===== config.mk =====
export PLATFORM = sky130hd
export DESIGN_NAME = scanline_timing_gen
export DESIGN_NICKNAME = d
export VERILOG_FILES = /design/src/rtl/tg_pkg.sv /design/src/rtl/tg_frac_pacer.sv /design/src/rtl/tg_line_ctr.sv /design/src/rtl/tg_line_divider.sv /design/src/rtl/tg_frame_field.sv /design/src/rtl/scanline_timing_gen.sv
export SDC_FILE = /design/constraint.sdc
export NUM_CORES = 1
export LEC_CHECK = 0
export BUFFER_PORTS_ARGS = -buffer_cell sky130_fd_sc_hd__clkbuf_2
export CAP_MARGIN = 20
export CORE_MARGIN = 3
export CORE_UTILIZATION = 45
export CTS_BUF_LIST = sky130_fd_sc_hd__clkbuf_8
export DETAILED_ROUTE_END_ITERATION = 8
export GPL_TIMING_DRIVEN = 1
export PLACE_DENSITY = 0.68
export SLEW_MARGIN = 5
export SYNTH_ARGS = -nofsm -noshare
export SYNTH_HDL_FRONTEND = slang
export SYNTH_SLANG_ARGS = --single-unit

===== constraint.sdc =====
create_clock -name clk -period 7.7 [get_ports clk]
set_input_delay 0.385 -clock clk [delete_from_list [all_inputs] [get_ports clk]]
set_output_delay 0.385 -clock clk [all_outputs]
set_load 0.05 [all_outputs]

===== src/rtl/tg_pkg.sv =====
package tg_pkg;

   typedef logic [1:0] ilace_t;

   // Both interlace bits set: the field bit follows the frame counter.
   localparam ilace_t ILACE_BOTH = 2'b11;

   typedef enum logic {
      STD_60HZ = 1'b0,
      STD_50HZ = 1'b1
   } std_e;

   function automatic logic field_after(input ilace_t mode, input logic frame_lsb);
      return (mode == ILACE_BOTH) ? frame_lsb : 1'b0;
   endfunction

endpackage


===== src/rtl/tg_frac_pacer.sv =====
// Fractional line pacer: the length of each line is the integer part of
// (carried remainder + increment); the fraction carries to the next line.
module tg_frac_pacer #(
   parameter int                 INC_W    = 32,
   parameter int                 FRAC_W   = 12,
   parameter logic [INC_W-1:0]   LINE_INC = 32'd8791293
) (
   input  logic clk,
   input  logic rst_n,
   output logic tick
);
   localparam int                PER_W = INC_W - FRAC_W + 1;
   localparam logic [FRAC_W-1:0] REM0  = LINE_INC[FRAC_W-1:0];
   localparam logic [PER_W-1:0]  PER0  = PER_W'(LINE_INC >> FRAC_W);
   localparam logic [PER_W-1:0]  CNT0  = PER0 - 1'b1;

   logic [FRAC_W-1:0] rem_q;
   logic [PER_W-1:0]  cnt_q;
   logic [INC_W:0]    sum;
   logic [PER_W-1:0]  period;

   always_comb begin
      sum    = {{(INC_W + 1 - FRAC_W){1'b0}}, rem_q} + {1'b0, LINE_INC};
      period = sum[INC_W:FRAC_W];
   end

   assign tick = (cnt_q == '0);

   always_ff @(posedge clk or negedge rst_n) begin
      if (!rst_n) begin
         rem_q <= REM0;
         cnt_q <= CNT0;
      end else if (tick) begin
         rem_q <= sum[FRAC_W-1:0];
         cnt_q <= period - 1'b1;
      end else begin
         cnt_q <= cnt_q - 1'b1;
      end
   end
endmodule


===== src/rtl/tg_line_ctr.sv =====
// Scanline counter with standard-dependent wrap and the blanking event.
module tg_line_ctr #(
   parameter int LINE_W     = 9,
   parameter int LINES_60HZ = 263,
   parameter int LINES_50HZ = 313,
   parameter int VBL_LINE   = 240
) (
   input  logic              clk,
   input  logic              rst_n,
   input  logic              tick,
   input  tg_pkg::std_e      std_sel,
   output logic [LINE_W-1:0] line,
   output logic              vbl_event,
   output logic              vblank_active,
   output logic              vblank_irq
);
   localparam logic [LINE_W-1:0] LAST_60 = LINE_W'(LINES_60HZ - 1);
   localparam logic [LINE_W-1:0] LAST_50 = LINE_W'(LINES_50HZ - 1);
   localparam logic [LINE_W-1:0] VBL_PRE = LINE_W'(VBL_LINE - 1);
   localparam logic [LINE_W-1:0] VBL_AT  = LINE_W'(VBL_LINE);

   logic [LINE_W-1:0] line_q;
   logic [LINE_W-1:0] last_line;
   logic              at_end;
   logic              irq_q;

   always_comb begin
      last_line = (std_sel == tg_pkg::STD_50HZ) ? LAST_50 : LAST_60;
      at_end    = (line_q >= last_line);
      vbl_event = tick && !at_end && (line_q == VBL_PRE);
   end

   always_ff @(posedge clk or negedge rst_n) begin
      if (!rst_n) begin
         line_q <= '0;
         irq_q  <= 1'b0;
      end else begin
         irq_q <= vbl_event;
         if (tick) line_q <= at_end ? '0 : line_q + 1'b1;
      end
   end

   assign line          = line_q;
   assign vblank_active = (line_q >= VBL_AT);
   assign vblank_irq    = irq_q;
endmodule


===== src/rtl/tg_line_divider.sv =====
// Divides the hsync tick stream; pulses on every DIV-th tick.
module tg_line_divider #(
   parameter int DIV = 32
) (
   input  logic clk,
   input  logic rst_n,
   input  logic tick,
   output logic pulse
);
   localparam int  CNT_W   = (DIV > 2) ? $clog2(DIV) : 1;
   localparam bit  IS_POW2 = ((DIV & (DIV - 1)) == 0);

   logic [CNT_W-1:0] cnt_q;

   generate
      if (IS_POW2) begin : g_pow2
         // Natural wrap of the counter marks the interval.
         assign pulse = tick && (&cnt_q);
         always_ff @(posedge clk or negedge rst_n) begin
            if (!rst_n)    cnt_q <= '0;
            else if (tick) cnt_q <= cnt_q + 1'b1;
         end
      end else begin : g_cmp
         localparam logic [CNT_W-1:0] TOP = CNT_W'(DIV - 1);
         assign pulse = tick && (cnt_q == TOP);
         always_ff @(posedge clk or negedge rst_n) begin
            if (!rst_n)    cnt_q <= '0;
            else if (tick) cnt_q <= (cnt_q == TOP) ? '0 : cnt_q + 1'b1;
         end
      end
   endgenerate
endmodule


===== src/rtl/tg_frame_field.sv =====
// Frame counter and odd/even field bit, both advanced at vertical blank.
module tg_frame_field #(
   parameter int FRAME_W = 16
) (
   input  logic               clk,
   input  logic               rst_n,
   input  logic               vbl_event,
   input  tg_pkg::ilace_t     ilace_mode,
   output logic [FRAME_W-1:0] frame_count,
   output logic               field_odd
);
   logic [FRAME_W-1:0] frame_q;
   logic [FRAME_W-1:0] frame_nxt;
   logic               field_q;

   assign frame_nxt = frame_q + 1'b1;

   always_ff @(posedge clk or negedge rst_n) begin
      if (!rst_n) begin
         frame_q <= '0;
         field_q <= 1'b0;
      end else if (vbl_event) begin
         frame_q <= frame_nxt;
         field_q <= tg_pkg::field_after(ilace_mode, frame_nxt[0]);
      end
   end

   assign frame_count = frame_q;
   assign field_odd   = field_q;
endmodule


===== src/rtl/scanline_timing_gen.sv =====
module scanline_timing_gen #(
   parameter int               INC_W       = 32,
   parameter int               FRAC_W      = 12,
   parameter logic [INC_W-1:0] LINE_INC    = 32'd8791293,
   parameter int               LINE_W      = 9,
   parameter int               LINES_60HZ  = 263,
   parameter int               LINES_50HZ  = 313,
   parameter int               VBL_LINE    = 240,
   parameter int               AUDIO_LINES = 32,
   parameter int               FRAME_W     = 16
) (
   input  logic               clk,
   input  logic               rst_n,
   input  logic               std50_sel,
   input  logic [1:0]         ilace_mode,
   output logic               hsync_tick,
   output logic               audio_tick,
   output logic [LINE_W-1:0]  line_num,
   output logic               vblank_active,
   output logic               vblank_irq,
   output logic [FRAME_W-1:0] frame_count,
   output logic               field_odd
);
   localparam int MIN_LINES = (LINES_60HZ < LINES_50HZ) ? LINES_60HZ : LINES_50HZ;
   localparam int MAX_LINES = (LINES_60HZ > LINES_50HZ) ? LINES_60HZ : LINES_50HZ;

   // Elaboration-time parameter checks
   generate
      if (FRAC_W < 1 || FRAC_W >= INC_W) begin : g_bad_frac
         $error("FRAC_W must lie in 1..INC_W-1");
      end
      if ((LINE_INC >> FRAC_W) == 0) begin : g_bad_inc
         $error("LINE_INC must give at least one clock per line");
      end
      if (MAX_LINES > (1 << LINE_W)) begin : g_bad_linew
         $error("LINE_W too narrow for the line totals");
      end
      if (VBL_LINE < 1 || VBL_LINE >= MIN_LINES) begin : g_bad_vbl
         $error("VBL_LINE must lie inside both frames");
      end
      if (AUDIO_LINES < 2) begin : g_bad_aud
         $error("AUDIO_LINES must be at least 2");
      end
      if (FRAME_W < 1) begin : g_bad_frame
         $error("FRAME_W must be at least 1");
      end
   endgenerate

   logic         tick;
   logic         vbl_event;
   tg_pkg::std_e std_sel;

   assign std_sel = tg_pkg::std_e'(std50_sel);

   tg_frac_pacer #(
      .INC_W    (INC_W),
      .FRAC_W   (FRAC_W),
      .LINE_INC (LINE_INC)
   ) u_pacer (
      .clk   (clk),
      .rst_n (rst_n),
      .tick  (tick)
   );

   tg_line_ctr #(
      .LINE_W     (LINE_W),
      .LINES_60HZ (LINES_60HZ),
      .LINES_50HZ (LINES_50HZ),
      .VBL_LINE   (VBL_LINE)
   ) u_lines (
      .clk           (clk),
      .rst_n         (rst_n),
      .tick          (tick),
      .std_sel       (std_sel),
      .line          (line_num),
      .vbl_event     (vbl_event),
      .vblank_active (vblank_active),
      .vblank_irq    (vblank_irq)
   );

   tg_line_divider #(
      .DIV (AUDIO_LINES)
   ) u_audio (
      .clk   (clk),
      .rst_n (rst_n),
      .tick  (tick),
      .pulse (audio_tick)
   );

   tg_frame_field #(
      .FRAME_W (FRAME_W)
   ) u_frame (
      .clk         (clk),
      .rst_n       (rst_n),
      .vbl_event   (vbl_event),
      .ilace_mode  (ilace_mode),
      .frame_count (frame_count),
      .field_odd   (field_odd)
   );

   assign hsync_tick = tick;
endmodule


==> results of run 1 <==
## worst max-delay path, stage by stage, from the launching register on
cell      delay, ps
dfrtp_1         430
or4_4           570
or4_1           510
or3_1           380
buf_4           240
inv_2           450
and2_1          200
clkbuf_2        270
## flip-flops by register name (all words and copies together), names as in the netlist
name / count
u_pacer.cnt_q: 21
u_frame.frame_count: 16
u_pacer.rem_q: 12
u_lines.line: 9
u_audio.cnt_q: 5
u_frame.field_odd: 1
u_lines.vblank_irq: 1
## metal layers
layer | wire length [um] | share of wire [%]
met3 | 198 | 3.4
met5 | 0 | 0
met4 | 117 | 2.0
met1 | 2830 | 48
met2 | 2730 | 46
## cells in the mapped netlist, drive strengths merged, types with 2 or more instances
cell type  count  area [um^2]
nor4          12          100
dfstp         12          315
xnor2         20          175
mux2           3         33.8
nand4          6         37.5
nand2b         6         37.5
xor2          21          184
nor4b          2         17.5
a21oi          7         35.0
a21boi         2         15.0
nand3b         4         30.0
nor3          12         70.1
o21ai         11         55.1
o31ai          4         30.0
and2           2         12.5
dfrtp         53         1330
nor2          30          113
a31oi          4         25.0
and3           3         18.8
clkbuf         6         22.5
a2bb2oi        5         43.8
nand2         33          124
nand3         12         60.1
or4            4         37.5
or3            4         25.0
inv           10         37.5
ha            13          163
buf            6         42.5
## cell type report
| type | count | area share, % |
|---|---|---|
| inverters | 10 | 1.01 |
| well taps | 96 | 3.24 |
| flip-flops and latches | 65 | 44.3 |
| clock buffers | 11 | 4.08 |
| clock inverters | 5 | 1.28 |
| repair buffers | 36 | 4.99 |
| multi-input cells | 230 | 41.1 |
## how the worst max path moves through the flow
stage	start	endpoint	cells past startpoint
after detailed placement	u_pacer.cnt_q[9]$_DFF_PN0_	audio_tick	7
after floorplan	u_pacer.cnt_q[9]$_DFF_PN0_	audio_tick	8
after global routing	u_pacer.cnt_q[9]$_DFF_PN0_	audio_tick	7
after global placement	u_pacer.cnt_q[9]$_DFF_PN0_	audio_tick	7
after CTS	u_pacer.cnt_q[9]$_DFF_PN0_	audio_tick	7
final	u_pacer.cnt_q[9]$_DFF_PN0_	audio_tick	7
## power by group
group | switching (mW) | leakage, nW | internal, mW
sequential | 0 | 0.851 | 0.342
combinational | 0.00761 | 0.763 | 0.00198
clock | 0.124 | 0.112 | 0.164
total | 0.131 | 1.73 | 0.507
## logic make-up after synthesis
logic type                 Yosys count  synth area share [%]
and+or+nand+nor                    135                  22.1
AOI/OAI and AO/OA                   38                  7.50
xor gates and xnor gates            41                  11.0
adders and majority gates           13                  4.98
DFF                                 65                  50.2
muxes                                3                  1.03
buffers and inverters               22                  3.14
==> results.ini, run 1 <==
[run_status]
status = finished, final reports clean

[global_routing]
gr-usage-met2_pct = 24.3
groute.layer.met3.usage_pct = 3.48
busiest_layer = met2
grt_use_met1_pct = 20.6
grt_max_degree = 66
overflow = 0
grt_usage_pct = 15.7
grt_pass1_wl_um = 10600
grt_antenna_before_repair = 0
grt_pass1_vias = 2344

[yosys]
ys_warn_count = 0
syn_avg_cell_area_um2 = 10.3
syn_nets = 335
yosysSeqAreaShare_pct = 50.2
synth-edff-count = 0
ys.flop_type = dfrtp_1
netlist_area_mm2 = 0.00327
syn_inst = 317
async_reset_ff_share_pct = 100
synth_cell_types = 45
postSynthRegisterBits = 65

[final_layout]
area_growth_pct = 13.4
n_fill_cell = 652
drive_above_1_share_pct = 21.3
final_cell_mix = 53 x dfrtp_1, 34 x clkbuf_2, 33 x nand2_1
n_antenna_cell = 0
fin_area_mm2 = 0.00371
multiInputGateArea_mm2 = 0.00152
layout_commonest_cell = dfrtp_1
finalNonFillerCells = 453
finalNetCount = 370
seqCellArea_mm2 = 0.00164
final_util_pct = 53.7

[timing]
slew_headroom_pct = 47.5
rsz0062_at_grt = false
holdWs_ps = 209
tightest_slew_ps = 787
hold_violations = 0
drv_slew = 0
post-route-min-period_ps = 3790
setup-violations-final = 0
setup_ws_ps = 3910
skew_ps = 11.7
post-route-period-util_pct = 49.3
setup_tns_ps = 0
fmax_ghz = 0.264

[die]
die_w_um = 91.2
num_rows = 30
die_h_um = 91.2
start_util_pct = 47.3
coreArea_mm2 = 0.00691
die-area_mm2 = 0.00832
pin_count = 35

[worst_setup_path]
rr_startpoint = u_pacer.cnt_q[9]$_DFF_PN0_
worstSetupPathType = register to output pin
cp_max_fo = 33
reg2reg_depth = 7
startpoint_type = register
crit_path_end_kind = output pin
rr_endpoint = u_lines.line[6]$_DFFE_PN0P_
worst_ep_arrival_time_ps = 3410
r2r_slack_ps = 4420
cp.required_ps = 7320

[drt]
num_vias = 2387
drc_errors = 0
avgRoutedWirePerCell_um = 13.0
routed_wl_um = 5880
dr.pass1.iters = 4
via_per_inst = 5.27
ant_nets = 0
drtIter0Drc = 141

[pwr]
power_density_mw_per_mm2 = 172
cellLeakagePower_nw = 1.73
power_mw = 0.639
ir_drop_v = 0.0000758

[clocking]
clk_pin_slew_worst_paths_ps = 70
htreeDepth = 3
cts_made_buffers = 9
cts_tree = yes
cts.sinks = 65
clk_latency_ps = 340
cts_resized = 0
postCtsSetupBuffers = 0
clockBufferDepth = 2
cts_hold_buf = 0
root_buffer = clkbuf_8

[place]
dp_slack_ps = 4230
globalplace.congestion = 0.793
place_inst = 437
hpwl_um = 4010
place_area_mm2 = 0.00351
numPortBuffers = 34

[min_path]
hold_path_class = input pin to async pin

[job]
drv_cap = 0

No activity file was read; power rests on OpenSTA's default activity.
==> inputs of run 2 (changes only) <==
ABC_AREA = 1   (was default)
PLACE_DENSITY = 0.67   (was 0.68)
clock period = 3.59 ns   (was 7.7 ns; I/O delays follow)
==> run 2 against run 1 <==
Combinational power increased by 140%. Critical path depth is the same. Final cell count grew 36%. Final area increased by 15%. Sequential cell count unchanged. Area after synthesis is 15% higher. Routed wire length increased by 35%. Clock-buffer cell count down 1. Non-clock buffer count unchanged. Clock power rose to 2.7 times the previous value. Core utilization up 0.38 points.
==> results.ini, run 2 <==
[run_status]
status = finished, final reports clean

[worst_setup_path]
cp.required_ps = 3410  ; -3910 ps
crit_chain = inv_1 -> ha_1 -> nand3_1 -> nor2_1 -> nand3_2 -> inv_1 -> clkbuf_2
max_stage_delay_ps = 430  ; -140 ps
worstSetupPathType = register to output pin
startpoint_type = register
crit_path_end_kind = output pin
worst_ep_arrival_time_ps = 2310  ; -1100 ps
path_common_cell = inv_1
cp_max_fo = 21  ; -36%
r2r_slack_ps = 1460  ; -2960 ps
slowest_stage = nand3_2

[clocking]
cts_hold_buf = 1  ; +1
cts_resized = 0  ; unchanged
clk_latency_ps = 340  ; about the same
cts_tree = yes
htreeDepth = 3  ; unchanged
clk_pin_slew_worst_paths_ps = 70  ; about the same
clockBufferDepth = 2  ; unchanged
cts.sinks = 65  ; unchanged
cts_made_buffers = 9  ; unchanged
root_buffer = clkbuf_8
postCtsSetupBuffers = 0  ; unchanged

[place]
place_area_mm2 = 0.00401  ; +14%
hpwl_um = 5690  ; +42%
numPortBuffers = 34  ; unchanged
globalplace.congestion = 0.911  ; +15%

[die]
die_w_um = 97.3  ; +6.6%
pin_count = 35  ; unchanged
start_util_pct = 47.5  ; +0.21 points
num_rows = 32  ; +6.7%
die-area_mm2 = 0.00946  ; +14%
coreArea_mm2 = 0.00789  ; +14%
die_h_um = 97.3  ; +6.6%

[timing]
holdWs_ps = 140  ; -68.2 ps
skew_ps = 7.21  ; -4.49 ps
post-route-min-period_ps = 2490
slew_headroom_pct = 50.0  ; +2.5 points
fmax_ghz = 0.402
drv_slew = 0  ; unchanged
post-route-period-util_pct = 69.3
hold_violations = 0  ; unchanged
tightest_slew_ps = 750  ; -36.8 ps
setup_tns_ps = 0  ; unchanged
setup-violations-final = 0  ; unchanged
rsz0062_at_grt = false

[yosys]
synthTopCellsByArea = dfrtp_1 35%, nand2_1 12%, dfstp_2 8.4%
synth-edff-count = 0  ; unchanged
ys.flop_type = dfrtp_1
yosysSeqAreaShare_pct = 43.8  ; -6.4 points
async_reset_ff_share_pct = 100  ; unchanged
syn_nets = 487  ; +45%
syn_avg_cell_area_um2 = 7.99  ; -22%
ys_warn_count = 0  ; unchanged
synth_most_common_cell = nand2_1
synth_common_cells = 124 x nand2_1, 54 x nor2_1, 53 x dfrtp_1, 50 x inv_1, 42 x nand3_1
synth_top_cell_by_area = dfrtp_1
synth_cell_types = 29  ; -36%
synth_top_area_share_pct = 35.4  ; -5.2 points
syn_inst = 469  ; +48%
netlist_area_mm2 = 0.00375  ; +15%
postSynthRegisterBits = 65  ; unchanged

[pwr]
cellLeakagePower_nw = 2.16  ; +25%
ir_drop_v = 0.000174  ; +130%
power_density_mw_per_mm2 = 357  ; +110%
power_mw = 1.52  ; +140%

[final_layout]
final_cell_mix = 124 x nand2_1, 54 x nor2_1, 53 x dfrtp_1
seqCellArea_mm2 = 0.00164  ; unchanged
n_fill_cell = 715  ; +9.7%
area_growth_pct = 13.8
n_antenna_cell = 0  ; unchanged
layout_commonest_cell = nand2_1
largest_register_ffs = 21  ; unchanged
fin_area_mm2 = 0.00426  ; +15%
finalNetCount = 528  ; +43%
largest-register = u_pacer.cnt_q
drive_above_1_share_pct = 18.1  ; -3.2 points
multiInputGateArea_mm2 = 0.00187  ; +22%

[drt]
avgRoutedWirePerCell_um = 12.9  ; -0.87%
met2_length_um = 3890  ; +42%
wl_met3_um = 361  ; +82%
via_per_inst = 5.02  ; -4.7%
drc_errors = 0  ; unchanged
dr.pass1.iters = 5  ; +1
num_vias = 3099  ; +30%
dr.max_layer_used = met4
ant_nets = 0  ; unchanged
wirelength_met1_um = 3570  ; +26%
drtIter0Drc = 155  ; +9.9%
routed_wl_um = 7940  ; +35%

[min_path]
hold_path_class = input pin to register

[global_routing]
grt_pass1_wl_um = 13700  ; +30%
grt_usage_pct = 17.7  ; +2.0 points
grt_pass1_vias = 3033  ; +29%
grt_max_degree = 38  ; -42%
overflow = 0  ; unchanged
grt_antenna_before_repair = 0  ; unchanged

[job]
drv_cap = 0  ; unchanged

run 2: stage by stage:
stage,setup slack [ps],cells,utilization (%)
finish,1100,617,54.1
CTS,1060,617,54.1
global placement,1490,600,50.9
detailed placement,1430,600,50.9
floorplan,1220,469,-
global route,842,617,54.1
run 2: final cells by class:
| type | instances | share of cell area, % |
|---|---|---|
| Tap cell | 102 | 2.99 |
| Inverter | 52 | 4.64 |
| Timing Repair Buffer | 36 | 4.40 |
| Multi-Input combinational cell | 346 | 43.8 |
| Clock inverter | 6 | 2.46 |
| Sequential cell | 65 | 38.5 |
| Clock buffer | 10 | 3.23 |
run 2: per-layer routing:
| layer | GRT usage, % | vias up |
|---|---|---|
| li1 | - | 1570 |
| met3 | 4.31 | 13 |
| met5 | 0 | - |
| met1 | 23.2 | 1447 |
| met2 | 28.0 | 69 |
| met4 | 7.35 | 0 |
run 2: final timing paths:
| path | start | end | depth (start not counted) |
|---|---|---|---|
| min in group asynchronous | rst_n | u_pacer.cnt_q[17]$_DFF_PN0_ | 2 |
| worst max register to register | u_lines.line[0]$_DFFE_PN0P_ | u_frame.frame_count[3]$_DFFE_PN0P_ | 8 |
| worst min-delay path | ilace_mode[1] | u_frame.field_odd$_DFFE_PN0P_ | 5 |
| worst min register to register | u_audio.cnt_q[3]$_DFFE_PN0P_ | u_audio.cnt_q[3]$_DFFE_PN0P_ | 1 |
| worst max-delay path | u_pacer.cnt_q[0]$_DFF_PN1_ | hsync_tick | 7 |
| max in group asynchronous | rst_n | u_pacer.rem_q[10]$_DFFE_PN1P_ | 3 |
run 2: worst max-delay path: cells and delay by family, from the launching register on:
kind	cells	cell delay, ps
adder cells (fa/ha/maj)	1	180
buffers and inverters	3	750
flip-flops	1	390
AND/OR/NAND/NOR	3	650
run 2: logic make-up after synthesis:
kind of cell	synth area share, %
buffers and inverters	6.41
flip-flops	43.8
AND/OR/NAND/NOR	32.8
XOR/XNOR	8.41
AO/OA/AOI/OAI	4.27
adder cells (fa/ha/maj)	4.34
run 2: power by group:
group	internal, mW	switching [mW]
clock network	0.477	0.291
registers	0.733	0
logic	0.00514	0.0183
==> inputs of run 3 (changes only) <==
ABC_AREA = 0   (was 1)
PLACE_DENSITY = 0.7   (was 0.67)
clock period = 2.2 ns   (was 3.59 ns; I/O delays follow)
==> run 3 against run 2 <==
The flow now finishes with violations (negative setup slack). Critical path depth decreased by 1. Total power increased by 50%. Setup slack got worse by 1500 ps. Clock-buffer cell count increased by 1. Worst hold slack improved by 73 ps. Final area increased by 8.4%. Via count decreased by 15%. Final cell count decreased by 18%. Combinational power increased by 68%. Clock power increased by 37%. Clock skew increased by 2.4 ps.
==> results.ini, run 3 (synthesis gave the netlist of run 1 again) <==
[timing]
tightest_slew_ps = 443  ; -307 ps
setup-violations-final = 61  ; +61
post-route-min-period_ps = 2570
fmax_ghz = 0.388
slew_headroom_pct = 70.2  ; +20 points
holdWs_ps = 214  ; +73.3 ps
rsz0062_at_grt = true
skew_ps = 9.64  ; +2.43 ps
setup_ws_ps = -375  ; -1480 ps
hold_violations = 0  ; unchanged
post-route-period-util_pct = 117
drv_slew = 0  ; unchanged

[place]
numPortBuffers = 34  ; unchanged
hpwl_um = 4790  ; -16%
globalplace.congestion = 0.795  ; -13%
dp_slack_ps = -391  ; -1820 ps
place_area_mm2 = 0.00400  ; -0.34%

[clocking]
cts.sinks = 65  ; unchanged
cts_tree = yes
clockBufferDepth = 2  ; unchanged
cts_made_buffers = 9  ; unchanged
clk_pin_slew_worst_paths_ps = 70  ; about the same
root_buffer = clkbuf_8
clk_latency_ps = 340  ; about the same
htreeDepth = 3  ; unchanged

[worst_setup_path]
crit_chain = or4_4 -> or4_4 -> or4_4 -> buf_4 -> nor3_2 -> xor2_1
crit_path_end_kind = register
slowest_stage = or4_4
cp_max_fo = 12  ; -43%
worstSetupPathType = register to register
startpoint_type = register
cp.required_ps = 2470  ; -940 ps
path_common_cell = or4_4
rr_startpoint = u_pacer.cnt_q[11]$_DFF_PN1_
max_stage_delay_ps = 610  ; +180 ps
startpoint = u_pacer.cnt_q[11]$_DFF_PN1_
worst_ep_arrival_time_ps = 2840  ; +530 ps

[drt]
avgRoutedWirePerCell_um = 14.7  ; +14%
via_per_inst = 5.21  ; +3.8%
dr.pass1.iters = 4  ; -1
drtIter0Drc = 57  ; -63%
drc_errors = 0  ; unchanged
routed_wl_um = 7460  ; -6.0%
ant_nets = 0  ; unchanged
num_vias = 2644  ; -15%

[min_path]
hold_path_class = input pin to async pin

[final_layout]
drive_above_1_share_pct = 43.3  ; +25 points
final_util_pct = 66.9  ; +13 points
fin_area_mm2 = 0.00462  ; +8.4%
n_antenna_cell = 0  ; unchanged
largest_register_ffs = 21  ; unchanged
final_cell_mix = 53 x dfrtp_1, 37 x buf_4, 32 x clkbuf_2
area_growth_pct = 41.4
finalNetCount = 424  ; -20%
largest-register = u_pacer.cnt_q
layout_commonest_cell = dfrtp_1

[global_routing]
grt_pass1_vias = 2723  ; -10%
grt_antenna_before_repair = 0  ; unchanged
grt_max_degree = 27  ; -29%
groute.layer.met3.usage_pct = 4.81  ; +0.50 points
grt_use_met1_pct = 23.2  ; about the same
busiest_layer = met2
gr-usage-met2_pct = 31.5  ; +3.5 points
overflow = 0  ; unchanged
grt_pass1_wl_um = 12600  ; -8.6%
grt_usage_pct = 18.7  ; +1.1 points

[die]
pin_count = 35  ; unchanged
die_h_um = 91.2  ; -6.2%
die_w_um = 91.2  ; -6.2%
die-area_mm2 = 0.00832  ; -12%
num_rows = 30  ; -6.3%
start_util_pct = 47.3  ; -0.21 points
coreArea_mm2 = 0.00691  ; -12%

[pwr]
cellLeakagePower_nw = 2.12  ; -2.0%
power_density_mw_per_mm2 = 494  ; +38%
p_sw_mw = 0.495  ; +60%
netSwitchingFraction_pct = 21.7  ; +1.4 points
sequentialPowerShare_pct = 52.4  ; +4.3 points
ir_drop_v = 0.000316  ; +81%
power_mw = 2.28  ; +50%
power_frac_clock_pct = 45.9  ; -4.5 points
intPower_mw = 1.79  ; +47%
power_frac_comb_pct = 1.7  ; +0.2 points

[run_status]
status = finished, violations left
violations = negative setup slack

[job]
drv_cap = 0  ; unchanged

==> run 3: area by class of cell <==
cell class	count	area, um^2
fill	548	2290
multi-input combinational	230	1870
sequential	65	1640
timing repair buffer	90	734
clock buffer	11	151
tap	96	120
clock inverter	5	55.1
inverter	10	45.0
==> run 3: path summary, 6_finish.rpt <==
kind                                                       to  slack (ps)  cells past startpoint
min in group clk                 u_audio.cnt_q[3]$_DFFE_PN0P_         470                      1
max reg2reg                u_frame.frame_count[7]$_DFFE_PN0P_        -370                      6
min                        u_frame.frame_count[2]$_DFFE_PN0P_         210                      2
max in group asynchronous          u_pacer.cnt_q[5]$_DFF_PN1_        1270                      3
max                        u_frame.frame_count[7]$_DFFE_PN0P_        -370                      6
min reg2reg                      u_audio.cnt_q[3]$_DFFE_PN0P_         470                      1
==> run 3: critical path, delay by kind of cell (launching register included) <==
family / cells / cell delay [ps]
DFF: 1 / 370
xor gates and xnor gates: 1 / 170
and+or+nand+nor: 4 / 1750
buffers and inverters: 1 / 190
==> run 3: per-layer routing <==
layer,up-vias,routed length (um)
met5,-,0
met4,0,105
met3,8,214
met2,31,3830
met1,1317,3310
li1,1288,-
==> run 3: power groups by stage <==
| stage | Clock, mW | Sequential, mW | Combinational, mW |
|---|---|---|---|
| 3_5_place_dp | 0 | 1.22 | 0.0374 |
| 4_1_cts | 1.07 | 1.20 | 0.0411 |
| 2_1_floorplan | 0 | 1.22 | 0.00580 |
| 5_1_grt | 1.13 | 1.19 | 0.0466 |
| 6_report | 1.05 | 1.20 | 0.0392 |
| 3_3_place_gp | 0 | 1.22 | 0.0367 |
==> run 3: what timing repair did <==
action | CTS | global route
endpoints found under the setup margin | 66 | 67
hold buffers | 3 | 0
hold endpoints to repair | 14 | 0
resized for setup | 30 | 34
pin swaps | 10 | 10
setup buffers | 4 | 9
==> run 3: stage by stage <==
step / setup TNS (ps) / instances
3_3_place_gp: -10760 / 477
4_1_cts: -13640 / 500
5_1_grt: -15480 / 507
6_report: -11250 / 507
2_1_floorplan: -15390 / 317
3_5_place_dp: -11880 / 477
